===== src/rtl/gpio_bank_pkg.sv =====
package gpio_bank_pkg;

  localparam int unsigned MAX_PORTS = 4;
  localparam int unsigned WORD_W    = 32;
  localparam int unsigned ADDR_W    = 8;

  // port register pair spacing and pin-read window
  localparam int unsigned PAIR_STRIDE = 12;
  localparam int unsigned PIN_BASE    = 'h50;
  localparam int unsigned PIN_STRIDE  = 4;

  // interrupt offsets that do not move with the strap
  localparam logic [ADDR_W-1:0] OFS_IEN = 8'h30;
  localparam logic [ADDR_W-1:0] OFS_IDEB = 8'h48;

  typedef enum logic [3:0] {
    RS_NONE,
    RS_DATA,
    RS_DIR,
    RS_PIN,
    RS_IEN,
    RS_IMASK,
    RS_ITYPE,
    RS_IPOL,
    RS_ISTAT,
    RS_IDEB,
    RS_ICLR
  } reg_sel_e;

  typedef struct packed {
    reg_sel_e   sel;
    logic [1:0] port;
  } reg_hit_t;

  function automatic logic [WORD_W-1:0] line_mask(input int unsigned lines);
    logic [WORD_W-1:0] m;
    for (int b = 0; b < WORD_W; b++) m[b] = (b < lines);
    return m;
  endfunction

endpackage


===== src/rtl/gpio_bank_dec.sv =====
module gpio_bank_dec
  import gpio_bank_pkg::*;
#(
  parameter int unsigned NUM_PORTS = 4
) (
  input  logic [ADDR_W-1:0] addr,
  input  logic              alt,
  output reg_hit_t          hit
);

  always_comb begin
    hit.sel  = RS_NONE;
    hit.port = 2'd0;
    if (addr[1:0] == 2'b00) begin
      for (int unsigned p = 0; p < MAX_PORTS; p++) begin
        if (p < NUM_PORTS) begin
          if (addr == ADDR_W'(p * PAIR_STRIDE)) begin
            hit.sel  = RS_DATA;
            hit.port = 2'(p);
          end
          if (addr == ADDR_W'(p * PAIR_STRIDE + 4)) begin
            hit.sel  = RS_DIR;
            hit.port = 2'(p);
          end
          if (addr == ADDR_W'(PIN_BASE + p * PIN_STRIDE)) begin
            hit.sel  = RS_PIN;
            hit.port = 2'(p);
          end
        end
      end
      case (addr)
        OFS_IEN:  hit.sel = RS_IEN;
        OFS_IDEB: hit.sel = RS_IDEB;
        8'h34:    hit.sel = alt ? RS_ITYPE : RS_IMASK;
        8'h38:    hit.sel = alt ? RS_IPOL  : RS_ITYPE;
        8'h3C:    hit.sel = alt ? RS_ISTAT : RS_IPOL;
        8'h40:    hit.sel = alt ? RS_ICLR  : RS_ISTAT;
        8'h44:    hit.sel = alt ? RS_IMASK : RS_NONE;
        8'h4C:    hit.sel = alt ? RS_NONE  : RS_ICLR;
        default:  ;
      endcase
    end
  end

endmodule


===== src/rtl/gpio_bank_port.sv =====
module gpio_bank_port
  import gpio_bank_pkg::*;
#(
  parameter int unsigned LINES       = 32,
  parameter int unsigned SYNC_STAGES = 2
) (
  input  logic              clk,
  input  logic              rst,
  input  logic              wr_data,
  input  logic              wr_dir,
  input  logic [WORD_W-1:0] wdata,
  input  logic [WORD_W-1:0] pad_in,
  output logic [WORD_W-1:0] data_q,
  output logic [WORD_W-1:0] dir_q,
  output logic [WORD_W-1:0] pin_q
);

  localparam logic [WORD_W-1:0] LMASK = line_mask(LINES);

  logic [WORD_W-1:0] sync_q [SYNC_STAGES];

  always_ff @(posedge clk) begin
    if (rst) begin
      data_q <= '0;
      dir_q  <= '0;
    end else begin
      if (wr_data) data_q <= wdata & LMASK;
      if (wr_dir)  dir_q  <= wdata & LMASK;
    end
  end

  always_ff @(posedge clk) begin
    if (rst) begin
      for (int s = 0; s < SYNC_STAGES; s++) sync_q[s] <= '0;
    end else begin
      sync_q[0] <= pad_in & LMASK;
      for (int s = 1; s < SYNC_STAGES; s++) sync_q[s] <= sync_q[s-1];
    end
  end

  assign pin_q = sync_q[SYNC_STAGES-1];

endmodule


===== src/rtl/gpio_bank_irqcfg.sv =====
module gpio_bank_irqcfg
  import gpio_bank_pkg::*;
#(
  parameter int unsigned LINES = 32
) (
  input  logic              clk,
  input  logic              rst,
  input  logic              we_en,
  input  logic              we_mask,
  input  logic              we_type,
  input  logic              we_pol,
  input  logic              we_deb,
  input  logic              we_clr,
  input  logic [WORD_W-1:0] wdata,
  output logic [WORD_W-1:0] en_q,
  output logic [WORD_W-1:0] mask_q,
  output logic [WORD_W-1:0] type_q,
  output logic [WORD_W-1:0] pol_q,
  output logic [WORD_W-1:0] deb_q,
  output logic [WORD_W-1:0] clr_q
);

  localparam logic [WORD_W-1:0] LMASK = line_mask(LINES);

  logic [WORD_W-1:0] wv;
  assign wv = wdata & LMASK;

  always_ff @(posedge clk) begin
    if (rst) begin
      en_q   <= '0;
      mask_q <= '0;
      type_q <= '0;
      pol_q  <= '0;
      deb_q  <= '0;
      clr_q  <= '0;
    end else begin
      if (we_en)   en_q   <= wv;
      if (we_mask) mask_q <= wv;
      if (we_type) type_q <= wv;
      if (we_pol)  pol_q  <= wv;
      if (we_deb)  deb_q  <= wv;
      clr_q <= we_clr ? wv : '0;
    end
  end

endmodule


===== src/rtl/gpio_bank_apb.sv =====
module gpio_bank_apb
  import gpio_bank_pkg::*;
#(
  parameter int unsigned NUM_PORTS   = 4,
  parameter int unsigned LINES_A     = 32,
  parameter int unsigned LINES_B     = 32,
  parameter int unsigned LINES_C     = 32,
  parameter int unsigned LINES_D     = 32,
  parameter int unsigned SYNC_STAGES = 2
) (
  input  logic                      clk,
  input  logic                      rst,
  input  logic                      psel,
  input  logic                      penable,
  input  logic                      pwrite,
  input  logic [7:0]                paddr,
  input  logic [31:0]               pwdata,
  output logic [31:0]               prdata,
  output logic                      pready,
  output logic                      pslverr,
  input  logic                      strap_alt,
  input  logic [32*NUM_PORTS-1:0]   pad_in,
  output logic [32*NUM_PORTS-1:0]   pad_out,
  output logic [32*NUM_PORTS-1:0]   pad_oe,
  output logic [31:0]               irq_en,
  output logic [31:0]               irq_mask,
  output logic [31:0]               irq_type,
  output logic [31:0]               irq_pol,
  output logic [31:0]               irq_deb,
  input  logic [31:0]               irq_status,
  output logic [31:0]               irq_clr
);

  localparam logic [WORD_W-1:0] MASK_A = line_mask(LINES_A);

  reg_hit_t          hit;
  logic              wr_go;
  logic              rd_setup;
  logic [WORD_W-1:0] rd_val;
  logic [WORD_W-1:0] prdata_q;
  logic [WORD_W-1:0] data_arr [MAX_PORTS];
  logic [WORD_W-1:0] dir_arr  [MAX_PORTS];
  logic [WORD_W-1:0] pin_arr  [MAX_PORTS];

  assign wr_go    = psel & penable & pwrite;
  assign rd_setup = psel & ~penable & ~pwrite;

  gpio_bank_dec #(.NUM_PORTS(NUM_PORTS)) u_dec (
    .addr (paddr),
    .alt  (strap_alt),
    .hit  (hit)
  );

  for (genvar p = 0; p < MAX_PORTS; p++) begin : g_port
    if (p < NUM_PORTS) begin : g_on
      localparam int unsigned LN = (p == 0) ? LINES_A :
                                   (p == 1) ? LINES_B :
                                   (p == 2) ? LINES_C : LINES_D;
      gpio_bank_port #(.LINES(LN), .SYNC_STAGES(SYNC_STAGES)) u_port (
        .clk     (clk),
        .rst     (rst),
        .wr_data (wr_go && hit.sel == RS_DATA && hit.port == 2'(p)),
        .wr_dir  (wr_go && hit.sel == RS_DIR  && hit.port == 2'(p)),
        .wdata   (pwdata),
        .pad_in  (pad_in[p*32 +: 32]),
        .data_q  (data_arr[p]),
        .dir_q   (dir_arr[p]),
        .pin_q   (pin_arr[p])
      );
      assign pad_out[p*32 +: 32] = data_arr[p];
      assign pad_oe[p*32 +: 32]  = dir_arr[p];
    end else begin : g_off
      assign data_arr[p] = '0;
      assign dir_arr[p]  = '0;
      assign pin_arr[p]  = '0;
    end
  end

  gpio_bank_irqcfg #(.LINES(LINES_A)) u_irq (
    .clk     (clk),
    .rst     (rst),
    .we_en   (wr_go && hit.sel == RS_IEN),
    .we_mask (wr_go && hit.sel == RS_IMASK),
    .we_type (wr_go && hit.sel == RS_ITYPE),
    .we_pol  (wr_go && hit.sel == RS_IPOL),
    .we_deb  (wr_go && hit.sel == RS_IDEB),
    .we_clr  (wr_go && hit.sel == RS_ICLR),
    .wdata   (pwdata),
    .en_q    (irq_en),
    .mask_q  (irq_mask),
    .type_q  (irq_type),
    .pol_q   (irq_pol),
    .deb_q   (irq_deb),
    .clr_q   (irq_clr)
  );

  always_comb begin
    case (hit.sel)
      RS_DATA:  rd_val = data_arr[hit.port];
      RS_DIR:   rd_val = dir_arr[hit.port];
      RS_PIN:   rd_val = pin_arr[hit.port];
      RS_IEN:   rd_val = irq_en;
      RS_IMASK: rd_val = irq_mask;
      RS_ITYPE: rd_val = irq_type;
      RS_IPOL:  rd_val = irq_pol;
      RS_ISTAT: rd_val = irq_status & MASK_A;
      RS_IDEB:  rd_val = irq_deb;
      default:  rd_val = '0;
    endcase
  end

  always_ff @(posedge clk) begin
    if (rst)           prdata_q <= '0;
    else if (rd_setup) prdata_q <= rd_val;
  end

  assign prdata  = prdata_q;
  assign pready  = 1'b1;
  assign pslverr = 1'b0;

endmodule


===== config.mk =====
export PLATFORM = sky130hd
export DESIGN_NAME = gpio_bank_apb
export DESIGN_NICKNAME = d
export VERILOG_FILES = /design/src/rtl/gpio_bank_pkg.sv /design/src/rtl/gpio_bank_dec.sv /design/src/rtl/gpio_bank_port.sv /design/src/rtl/gpio_bank_irqcfg.sv /design/src/rtl/gpio_bank_apb.sv
export SDC_FILE = /design/constraint.sdc
export NUM_CORES = 1
export LEC_CHECK = 0
export ABC_AREA = 1
export BUFFER_PORTS_ARGS = -buffer_cell sky130_fd_sc_hd__buf_2
export CAP_MARGIN = 20
export CORE_ASPECT_RATIO = 0.5
export CORE_MARGIN = 5
export CORE_UTILIZATION = 30
export DETAILED_ROUTE_END_ITERATION = 10
export PLACE_DENSITY_LB_ADDON = 0.2
export SLEW_MARGIN = 20
export SYNTH_ARGS = -nofsm -noshare
export SYNTH_HDL_FRONTEND = slang
export SYNTH_SLANG_ARGS = --single-unit

===== constraint.sdc =====
create_clock -name clk -period 1.9 [get_ports clk]
set_input_delay 0.19 -clock clk [delete_from_list [all_inputs] [get_ports clk]]
set_output_delay 0.19 -clock clk [all_outputs]
set_load 0.005 [all_outputs]

Yosys cells after proc, flatten, opt, wreduce, memory -nomap -nowiden
Memory sizes are Yosys's and may differ from the RTL's.
Index checks and enable logic that the tools add are counted.
Word-level totals
  register bits after elaboration: 480
  bits in latches: 0
  RAM bits: 256
  memory bits (read-only): 0
  bits of input ports: 206
  output and inout bits: 482
  logic and storage cells: 129
  memories: 4
Cells by class
  add/subtract/negate cells: 0
  $mul: 0
  div/mod/pow operators: 0
  $lt $le $gt $ge: 1
  equal/unequal tests: 32
  shift operators: 0
  muxes and demuxes: 41
  bitwise gates (word level): 16
  reduce and logical (&&, ||, !) cells: 20
Memory list
  g_port[0].g_on.u_port.sync_q: depth 2, bits a word 32, read ports 2, clocked after memory_dff 0, write ports 2, RTL line gpio_bank_port.sv:20  | logic [WORD_W-1:0] sync_q [SYNC_STAGES];
  g_port[1].g_on.u_port.sync_q: depth 2, bits a word 32, read ports 2, clocked after memory_dff 0, write ports 2, RTL line gpio_bank_port.sv:20
  g_port[2].g_on.u_port.sync_q: depth 2, bits a word 32, read ports 2, clocked after memory_dff 0, write ports 2, RTL line gpio_bank_port.sv:20
  g_port[3].g_on.u_port.sync_q: depth 2, bits a word 32, read ports 2, clocked after memory_dff 0, write ports 2, RTL line gpio_bank_port.sv:20
Operators by type and width (number)
  2-to-1 mux 32 bit: 14
  one-hot mux 32 bit (9 select lines): 1
  binary-select mux 32 bit (select 2 bit): 3
  equality test 8 x 7 -> 1 bit, second input constant: 8
  2-to-1 mux 4 bit: 13
  equality test 8 x 6 -> 1 bit, second input constant: 6
  one-hot mux 4 bit (8 select lines): 1
  equality test 8 x 5 -> 1 bit, second input constant: 3
  equality test 4 x 3 -> 1 bit, second input constant: 4
  logical AND 1 bit: 16
  equality test 4 bit, second input constant: 3
  equality test 4 x 2 -> 1 bit, second input constant: 2
  equality test 8 x 3 -> 1 bit, second input constant: 1
  equality test 8 x 4 -> 1 bit, second input constant: 1
  logical NOT 8 bit: 1
  OR 1 bit: 8
  2-to-1 mux 3 bit: 2
  2-to-1 mux 6 bit: 1
  bitwise AND 1 bit: 4
  equality test 2 bit, second input constant: 2
  equality test 4 x 1 -> 1 bit, second input constant: 1
  logical NOT 2 bit: 2
  2-to-1 mux 1 bit: 4
  2-to-1 mux 2 bit: 2
  other kinds (5): 7

Logic depth before layout (Yosys ltp)
Gate-level depths: netlist (run 1).
  depth after elaboration: 20
  gate-level depth with buffers: 19
  depth with buffers taken out: 17

Modules after synthesis
Synthesis (run 1) repeated with hierarchy kept, for this count alone.
Unflattened totals
  cells, all modules: 5162
  area, all modules: 33138.0 um^2
By module, submodules not included
  gpio_bank_port: instances 4, cells an instance 604, area each 4623.2 um^2, sequential area each 2562.5 um^2
  gpio_bank_apb: instances 1, cells an instance 1695, area each 7358.3 um^2, sequential area each 640.6 um^2
  gpio_bank_irqcfg: instances 1, cells an instance 953, area each 6837.8 um^2, sequential area each 3843.7 um^2
  gpio_bank_dec: instances 1, cells an instance 98, area each 449.2 um^2, sequential area each 0.0 um^2

Worst setup path before layout (run 1)
Ideal clock, no wire load.
  kind: input to register
  start: input paddr[7]
  end: register prdata_q[20], in the netlist prdata[20]
  setup time: 132 ps
  arrival time: 1836 ps
  slack: -68 ps
  stages: 16
  buffers on the path: 2
  path through: inv_1 nand2_1 nor2_2 nand2_1 nand4_2 nand2_1 nor2_1 nor2_4 buf_4 nand3_2 buf_2 nor2_1 nor2_1 nand3_1 nand2_1 a21oi_1
Between the ends
  cells in the longest elaborated chain, start to end: 18
  elaborated cells between the ends (all ways): 54
RTL lines
  from (decl): RTL line gpio_bank_apb.sv:16  | input logic [7:0] paddr,
  branches (longest 12 deep; another with logical NOT 8 bit)
  2-to-1 mux 6 bit (*): RTL line gpio_bank_dec.sv:14  | if (addr[1:0] == 2'b00) begin
  NOT 2 -> 3 bit (not written as such): RTL line gpio_bank_apb.sv:99, gpio_bank_apb.sv:100, gpio_bank_apb.sv:101
  binary-select mux 32 bit (select 2 bit), on equally long branches: RTL line gpio_bank_apb.sv:101, gpio_bank_apb.sv:99, gpio_bank_apb.sv:100
  2-to-1 mux 32 bit, on equally long branches (2 in series): RTL line gpio_bank_apb.sv:101, gpio_bank_apb.sv:99, gpio_bank_apb.sv:100
  one-hot mux 32 bit (9 select lines) (*): RTL line gpio_bank_apb.sv:98  | case (hit.sel)
  to (signal assigned): RTL line gpio_bank_apb.sv:114  | else if (rd_setup) prdata_q <= rd_val;
  to (decl): RTL line gpio_bank_apb.sv:40  | logic [WORD_W-1:0] prdata_q;
Every way passes the cells marked *. The select of a mux whose other input is x is not followed.
A chain may end at the register's enable or synchronous reset.

Worst setup path after layout (run 1)
  start: input paddr[6]
  end: register prdata_q[0], in the netlist prdata[0]
The elaborated chain is that of the path after synthesis.

==> run metrics, run 1 <==
status complete, but fails checks; failing checks negative setup slack; port bufs between 600 and 700; remaining global-route overflow 0; clock sink total 736; area share of the largest cell type after synthesis 0.4824; CP Buf/Inv Count 5; worst path cell trace buf_2, inv_2, nand2_4, nor2_4, nand2_1, nand3_4, buf_12, buf_4, clkbuf_16, nand2_1, nand2_1, a21oi_1, nand2_1, nand3_1, nand2_1, nor2_2, nand3_1, nand2_1, a21oi_1; Startpoint Class input port; top post-synthesis cells by area dfxtp_1 48%, nand2_1 12%, nor2_1 8.3%, nand3_1 5.9%, inv_1 5.3%; DR vias approximately 33000; initial antenna violation count 8; fmax roughly 530 MHz; Critical Path End Type flip-flop; Post-Synth Adder-Cell Area 0; Core Area around 0.1 sq mm; Placement Setup Slack -0.9223 ns; simple-gate share of the synthesized area 0.3019; CP Max Fanout 7; multi-input logic area about 0.014 sq mm; compound-gate portion of the synthesized area 0.1101; Worst Path Arrival 2.46 ns; largest family of logic cells by synthesized area simple AND/OR/NAND/NOR gates; Syn Nets 4400; Max-slew headroom 0.5061; final non-filler cell total 6514; RSZ-0062 raised after global routing yes; cell accounting for the most synthesized area dfxtp_1; vias in the first global route between 30000 and 40000; worst slew pin tran approximately 0.74 ns; post-synthesis sequential area ratio 0.4824; Setup CP Type in2reg; CTS tree yes; placed wire-length estimate 114800 microns; H-tree Lvls 3; syn avg cell area roughly 7.3 sq um; slowest stage delay, CP between 0.3 and 0.4 ns; Syn. warnings 0; GRT Resource Usage Total 0.2714; Top cell by count, worst path nand2_1; FF+latch count, synth 736; most frequent cell after synthesis nand2_1; RD Place Congestion 0.9838; Cell variety after synth 35; Synth Cell Area ~0.031 sq mm; post-synthesis mux area share 0; Clk Latency, worst-skew pair a little under 0.7 ns; Post-DRT Antenna Nets 0; Num CTS Buffers 74; PnR worst setup slack -0.001705 ns; largest net degree at the start of global routing roughly 140; layout overhead on the synthesized area 41.06%; drc violations 0; Critical-path top delay cell a21oi_1; xor-xnor portion of the synthesized cell area 0; P_leak between 20 and 25 nW; final worst-path cycle share 1.001; # rows 82; WL/cell 24.47 microns; Initial Util 0.3037; TritonRoute pass-1 iters 6; Fill cells ~10000; Max IR drop VDD 0.6719 mV; Commonest cells post-synth 941 x nand2_1, 736 x dfxtp_1, 674 x nor2_1; Die ar. 0.1087 sq mm; first-pass GRT wire length roughly 220000 microns; Chip Width approximately 460 microns; Worst path top cell family by delay simple AND/OR/NAND/NOR gates; Fin. Hold Viols 0; total power about 34 mW; die height between 200 and 250 microns; Inst Count DP 6160; Worst-path clk slew about 0.070 ns; min cycle time layout approximately 1.9 ns; power per cell area between 700 and 800 mW/mm^2; Setup Skew between 0.03 and 0.04 ns; clk buf depth 3; Main synth FF type dfxtp_1; Max Slew Vio Count 0; Clock Root Buffer clkbuf_16; Final nets 5312; Post-synth EDFFs 0; Worst EP required about 2.5 ns; Final setup viols 1; vias per inst 5.063; io pins 688; layout cells sized above 1 0.2756; worst min-delay path category in2reg; max-cap violation count 0; FFs w/ async S/R, synth 0; Post-Route WL between 150000 and 200000 microns; Register Area 0.01473 sq mm; synthesized instance count ~4200; initial drt markers 3673
final timing paths:
kind	startpoint	end	slack (ns)	depth (start not counted)
setup / recovery	paddr[6]	prdata[0]	-0.002	19
hold / removal	irq_status[12]	prdata[12]	0.05	7
setup reg to reg	g_port[1].g_on.u_port.data_q[13]	prdata[13]	0.20	11
hold reg to reg	g_port[3].g_on.u_port.sync_q[0][24]	g_port[3].g_on.u_port.sync_q[0][56]	0.38	2
registers in the layout, summed over array words and instances, names as in the netlist:
name                       count
g_port.g_on.u_port.sync_q    256
g_port.g_on.u_port.data_q    128
g_port.g_on.u_port.dir_q     128
prdata                        32
u_irq.clr_q                   32
u_irq.deb_q                   32
u_irq.en_q                    32
u_irq.mask_q                  32
u_irq.pol_q                   32
u_irq.type_q                  32
worst register-to-register path, stage by stage, from the launching register on:
cell	delay, ns
dfxtp_1	0.34
nand2_1	0.08
inv_1	0.04
nor2_1	0.33
nand2_1	0.11
nand4_1	0.15
nand2_1	0.08
nor2_2	0.09
buf_4	0.16
nand3_1	0.08
nand2_1	0.08
a21oi_2	0.05
power by group:
part | switching (mW) | leakage (nW) | internal [mW]
registers | 0.0825 | 5.98 | 15.7
logic | 1.60 | 12.9 | 0.886
clock network | 7.04 | 1.27 | 8.92
total | 8.73 | 20.1 | 25.5
timing repair:
action                                  4_1_cts  5_1_grt
pin swaps                                     6       62
setup buffers                                 7       26
resized for setup                            33      227
hold endpoints to repair                    256        0
endpoints found under the setup margin      110      313
hold buffers                                161        0
cloned                                        1       19
cell type report:
cell class                 count  share of cell area
sequential                   736              0.3420
tap                         1344             0.03903
multi-input combinational   2674              0.3134
clock inverter                34             0.01191
timing repair buffer        1171              0.2055
inverter                     449             0.03959
antenna                        6           0.0003485
clock buffer                 100             0.04827
stage by stage:
stage	utilization	TNS, ns	hold WS (ns)	instance area (sq um)
finish	0.4285	-0.001705	0.05057	43080
global route	0.4284	-0.7575	0.07039	43070
CTS	0.4126	0	0.002974	41480
detailed placement	0.3685	-279.05	0.3920	37060
global placement	0.3685	-269.51	0.3946	37060
floorplan	-	-0.8297	0.2970	30570
cells in the final DEF (no fill, tap or decap), drive strengths merged, types with 2 or more instances in the layout:
cell type / count
a211oi: 203
a21oi: 274
a22o: 2
buf: 990
bufinv: 8
clkbuf: 120
clkinv: 25
clkinvlp: 2
conb: 2
dfxtp: 736
diode: 6
dlygate4sd3: 161
inv: 448
nand2: 953
nand3: 364
nand4: 168
nor2: 687
nor3: 4
o21ai: 9
o21bai: 2
o221ai: 2
routing by layer:
| layer | track usage | wire (microns) |
|---|---|---|
| met5 | 0 | 59 |
| met4 | 0.1493 | 9978 |
| met3 | 0.05131 | 12420 |
| met2 | 0.4424 | 74310 |
| met1 | 0.3385 | 62660 |
cell families after synthesis:
kind of cell           count (synthesis)
and+or+nand+nor                     2177
AOI/OAI and AO/OA                    495
other                                  2
buffers and inverters                784
DFF                                  736
(Power assumes the default switching activity.)
==> run 2, diff against run 1 <==
Settings changed: PLACE_DENSITY_LB_ADDON 0.2 to 0.08.
==> run 2 against run 1 <==
Against the previous run:
- first-iteration DRC count fell by 5.8%
- largest cell class unchanged
- the run still ends with negative setup slack left
- highest routed layer is now met4
- critical endpoint is now prdata[8]
- maximum frequency fell by 1.1%
- count of clock-buffer cells in the layout rose by 8
- flip-flop and latch count did not move
- non-clock buffer count rose by 74
==> run metrics, run 2 (synthesis results as in run 1) <==
layout overhead on the synthesized area 45.05% (was 41.06%); worst min-delay path category in2reg (unchanged); initial antenna violation count 6 (was 8); Max-slew headroom 0.4948 (was 0.5061); Die ar. 0.1087 sq mm (unchanged); layout cells sized above 1 0.2912 (was 0.2756); WL/cell 25.35 microns (was 24.47 microns); final non-filler cell total 6590 (was 6514); Top reg by flops g_port.g_on.u_port.sync_q (unchanged); P_leak 20.69 nW (was 20.14 nW); io pins 688 (unchanged); max FFs per register 256 (unchanged); Max Slew Vio Count 0 (unchanged); Initial Util 0.3037 (unchanged); port bufs 685 (unchanged); CTS tree yes (unchanged); power per cell area 781.2 mW/mm^2 (was 794.4 mW/mm^2); Chip Width 461.2 microns (unchanged); Fill cells 10260 (was 10250); worst r2r src g_port[3].g_on.u_port.data_q[4] (was g_port[1].g_on.u_port.data_q[13]); # rows 82 (unchanged); most frequent cells in the layout 892 x nand2_1, 736 x dfxtp_1, 676 x buf_2 (was 902 x nand2_1, 736 x dfxtp_1, 683 x buf_2); Post-Route M1 WL 70670 microns (was 62660 microns); Post-Route WL 167100 microns (was 159400 microns); Routed met2 length 77310 microns (was 74310 microns); Worst-path clk slew 0.07 ns (about the same); RR Endpoint prdata[4] (was prdata[13]); first-pass GRT wire length 223900 microns (was 216200 microns); Setup CP Type in2reg (unchanged); H-tree Lvls 3 (unchanged); clock sink total 736 (unchanged); largest net degree at the start of global routing 131 (was 139); Max IR drop VDD 0.6717 mV (was 0.6719 mV); die height 235.6 microns (unchanged); Worst EP required 2.48 ns (was 2.46 ns); Worst Path Arrival 2.50 ns (was 2.46 ns); RD Place Congestion 0.9113 (was 0.9838); vias in the first global route 30470 (was 30130); status complete, but fails checks (unchanged); commonest non-fill, non-tap cell in the layout nand2_1 (unchanged); Final setup viols 2 (was 1); GRT Resource Usage Total 0.2821 (was 0.2714); initial drt markers 3461 (was 3673); Startpoint Class input port (unchanged); Placement Setup Slack -1.102 ns (was -0.9223 ns); max-cap violation count 0 (unchanged); DR vias 33020 (was 32980); Fin. Hold Viols 0 (unchanged); Critical Path End Type flip-flop (unchanged); Setup Skew 0.02372 ns (was 0.03795 ns); Critical Path Sink prdata[8] (was prdata[0]); RSZ-0062 raised after global routing yes (unchanged); min cycle time layout 1.924 ns (was 1.902 ns); remaining global-route overflow 0 (unchanged); Clock Root Buffer clkbuf_16 (unchanged); drc violations 0 (unchanged); setup_tns -0.02557 ns (was -0.001705 ns); failing checks negative setup slack (unchanged); PnR worst setup slack -0.02378 ns (was -0.001705 ns); TritonRoute pass-1 iters 5 (was 6); reg2reg path depth 11 (unchanged); Core Area 0.1005 sq mm (unchanged); Num CTS Buffers 74 (unchanged); r2r setup slk 0.21 ns (was 0.20 ns); Inst Count DP 6204 (was 6160); CP startpoint paddr[4] (was paddr[6]); Clk Latency, worst-skew pair 0.70 ns (was 0.69 ns); biggest regs g_port.g_on.u_port.sync_q x256, g_port.g_on.u_port.data_q x128, g_port.g_on.u_port.dir_q x128 (unchanged); vias per inst 5.011 (was 5.063); clk buf depth 3 (unchanged); met3 wire len 12620 microns (was 12420 microns); Post-DRT Antenna Nets 0 (unchanged); final worst-path cycle share 1.013 (was 1.001); placed wire-length estimate 120600 microns (was 114800 microns); Final nets 5387 (was 5312); fmax 519.8 MHz (was 525.8 MHz); max layer used met4 (was met5); worst slew pin tran 0.7577 ns (was 0.7409 ns); CP Max Fanout 17 (was 7)
==> run 2: changes by cell type in the layout (fill, tap and decap cells not counted), sizes merged, moves of 2 or more <==
cell | before | now
buf | 990 | 1053
clkbuf | 120 | 140
clkinv | 25 | 16
clkinvlp | 2 | 4
dlygate4sd3 | 161 | 159
inv | 448 | 450
==> run 2: routing by layer <==
| metal | up-vias | track usage |
|---|---|---|
| met5 | - | 0 |
| met4 | 0 | 0.1039 |
| met3 | 241 | 0.04405 |
| met2 | 1473 | 0.4579 |
| met1 | 15900 | 0.3788 |
| li1 | 15410 | - |
==> run 2: worst max-delay path, stage by stage <==
cell and delay, ns:
buf_4 0.14, nand2_1 0.11, nor2_2 0.06, buf_4 0.13, nand2_1 0.09, nand2_4 0.10, buf_16 0.18, buf_12 0.19
buf_4 0.13, nand2_1 0.05, nand2_1 0.09, a21oi_2 0.22, nand2_1 0.16, nand3_1 0.11, nand2_1 0.07, nor2_2 0.18
nand3_1 0.09, nand2_1 0.07, a21oi_1 0.06
==> run 2: what timing repair did <==
item	CTS	global route
setup endpoints to repair	140	411
buffers inserted	7	45
gates cloned	2	34
endpoints found under the hold margin	261	0
pin swaps	4	54
resized for setup	74	256
hold buffers	159	0
==> run 2: how the worst min path moves through the flow <==
| stage | from | to | slack, ns | cells after the start |
|---|---|---|---|---|
| 3_5_place_dp | g_port[1].g_on.u_port.sync_q[0][30] | g_port[1].g_on.u_port.sync_q[0][62] | 0.39 | 2 |
| 5_1_grt | pwdata[13] | u_irq.type_q[13] | 0.03 | 3 |
| 2_1_floorplan | pad_in[0] | g_port[0].g_on.u_port.sync_q[0][0] | 0.30 | 2 |
| 6_report | irq_status[0] | prdata[0] | 0.05 | 7 |
| 3_3_place_gp | g_port[2].g_on.u_port.sync_q[0][4] | g_port[2].g_on.u_port.sync_q[0][36] | 0.39 | 2 |
| 4_1_cts | pwdata[24] | u_irq.deb_q[24] | 0.006 | 4 |
==> run 2: power by group <==
part | switching, mW | total [mW] | internal (mW)
Sequential | 0.0912 | 15.8 | 15.7
Combinational | 1.67 | 2.60 | 0.930
Clock | 7.14 | 16.2 | 9.09
==> run 2: cell type report <==
cell class	count	area (sq um)	area share
sequential	736	14730	0.3326
multi-input combinational	2675	13600	0.3070
timing repair buffer	1245	9916	0.2238
clock buffer	108	2180	0.04920
inverter	449	1713	0.03867
tap	1344	1682	0.03796
clock inverter	28	464.2	0.01048
antenna	5	12.51	0.0002824
==> run 2: stage by stage <==
stage	utilization	power, mW	instance area, sq um	hold WS [ns]
global placement	0.3729	18.21	37500	0.3896
CTS	0.4187	34.59	42090	0.006047
global route	0.4405	35.69	44290	0.02566
detailed placement	0.3729	18.21	37500	0.3949
finish	0.4406	34.60	44300	0.04891
floorplan	-	17.01	30570	0.2970
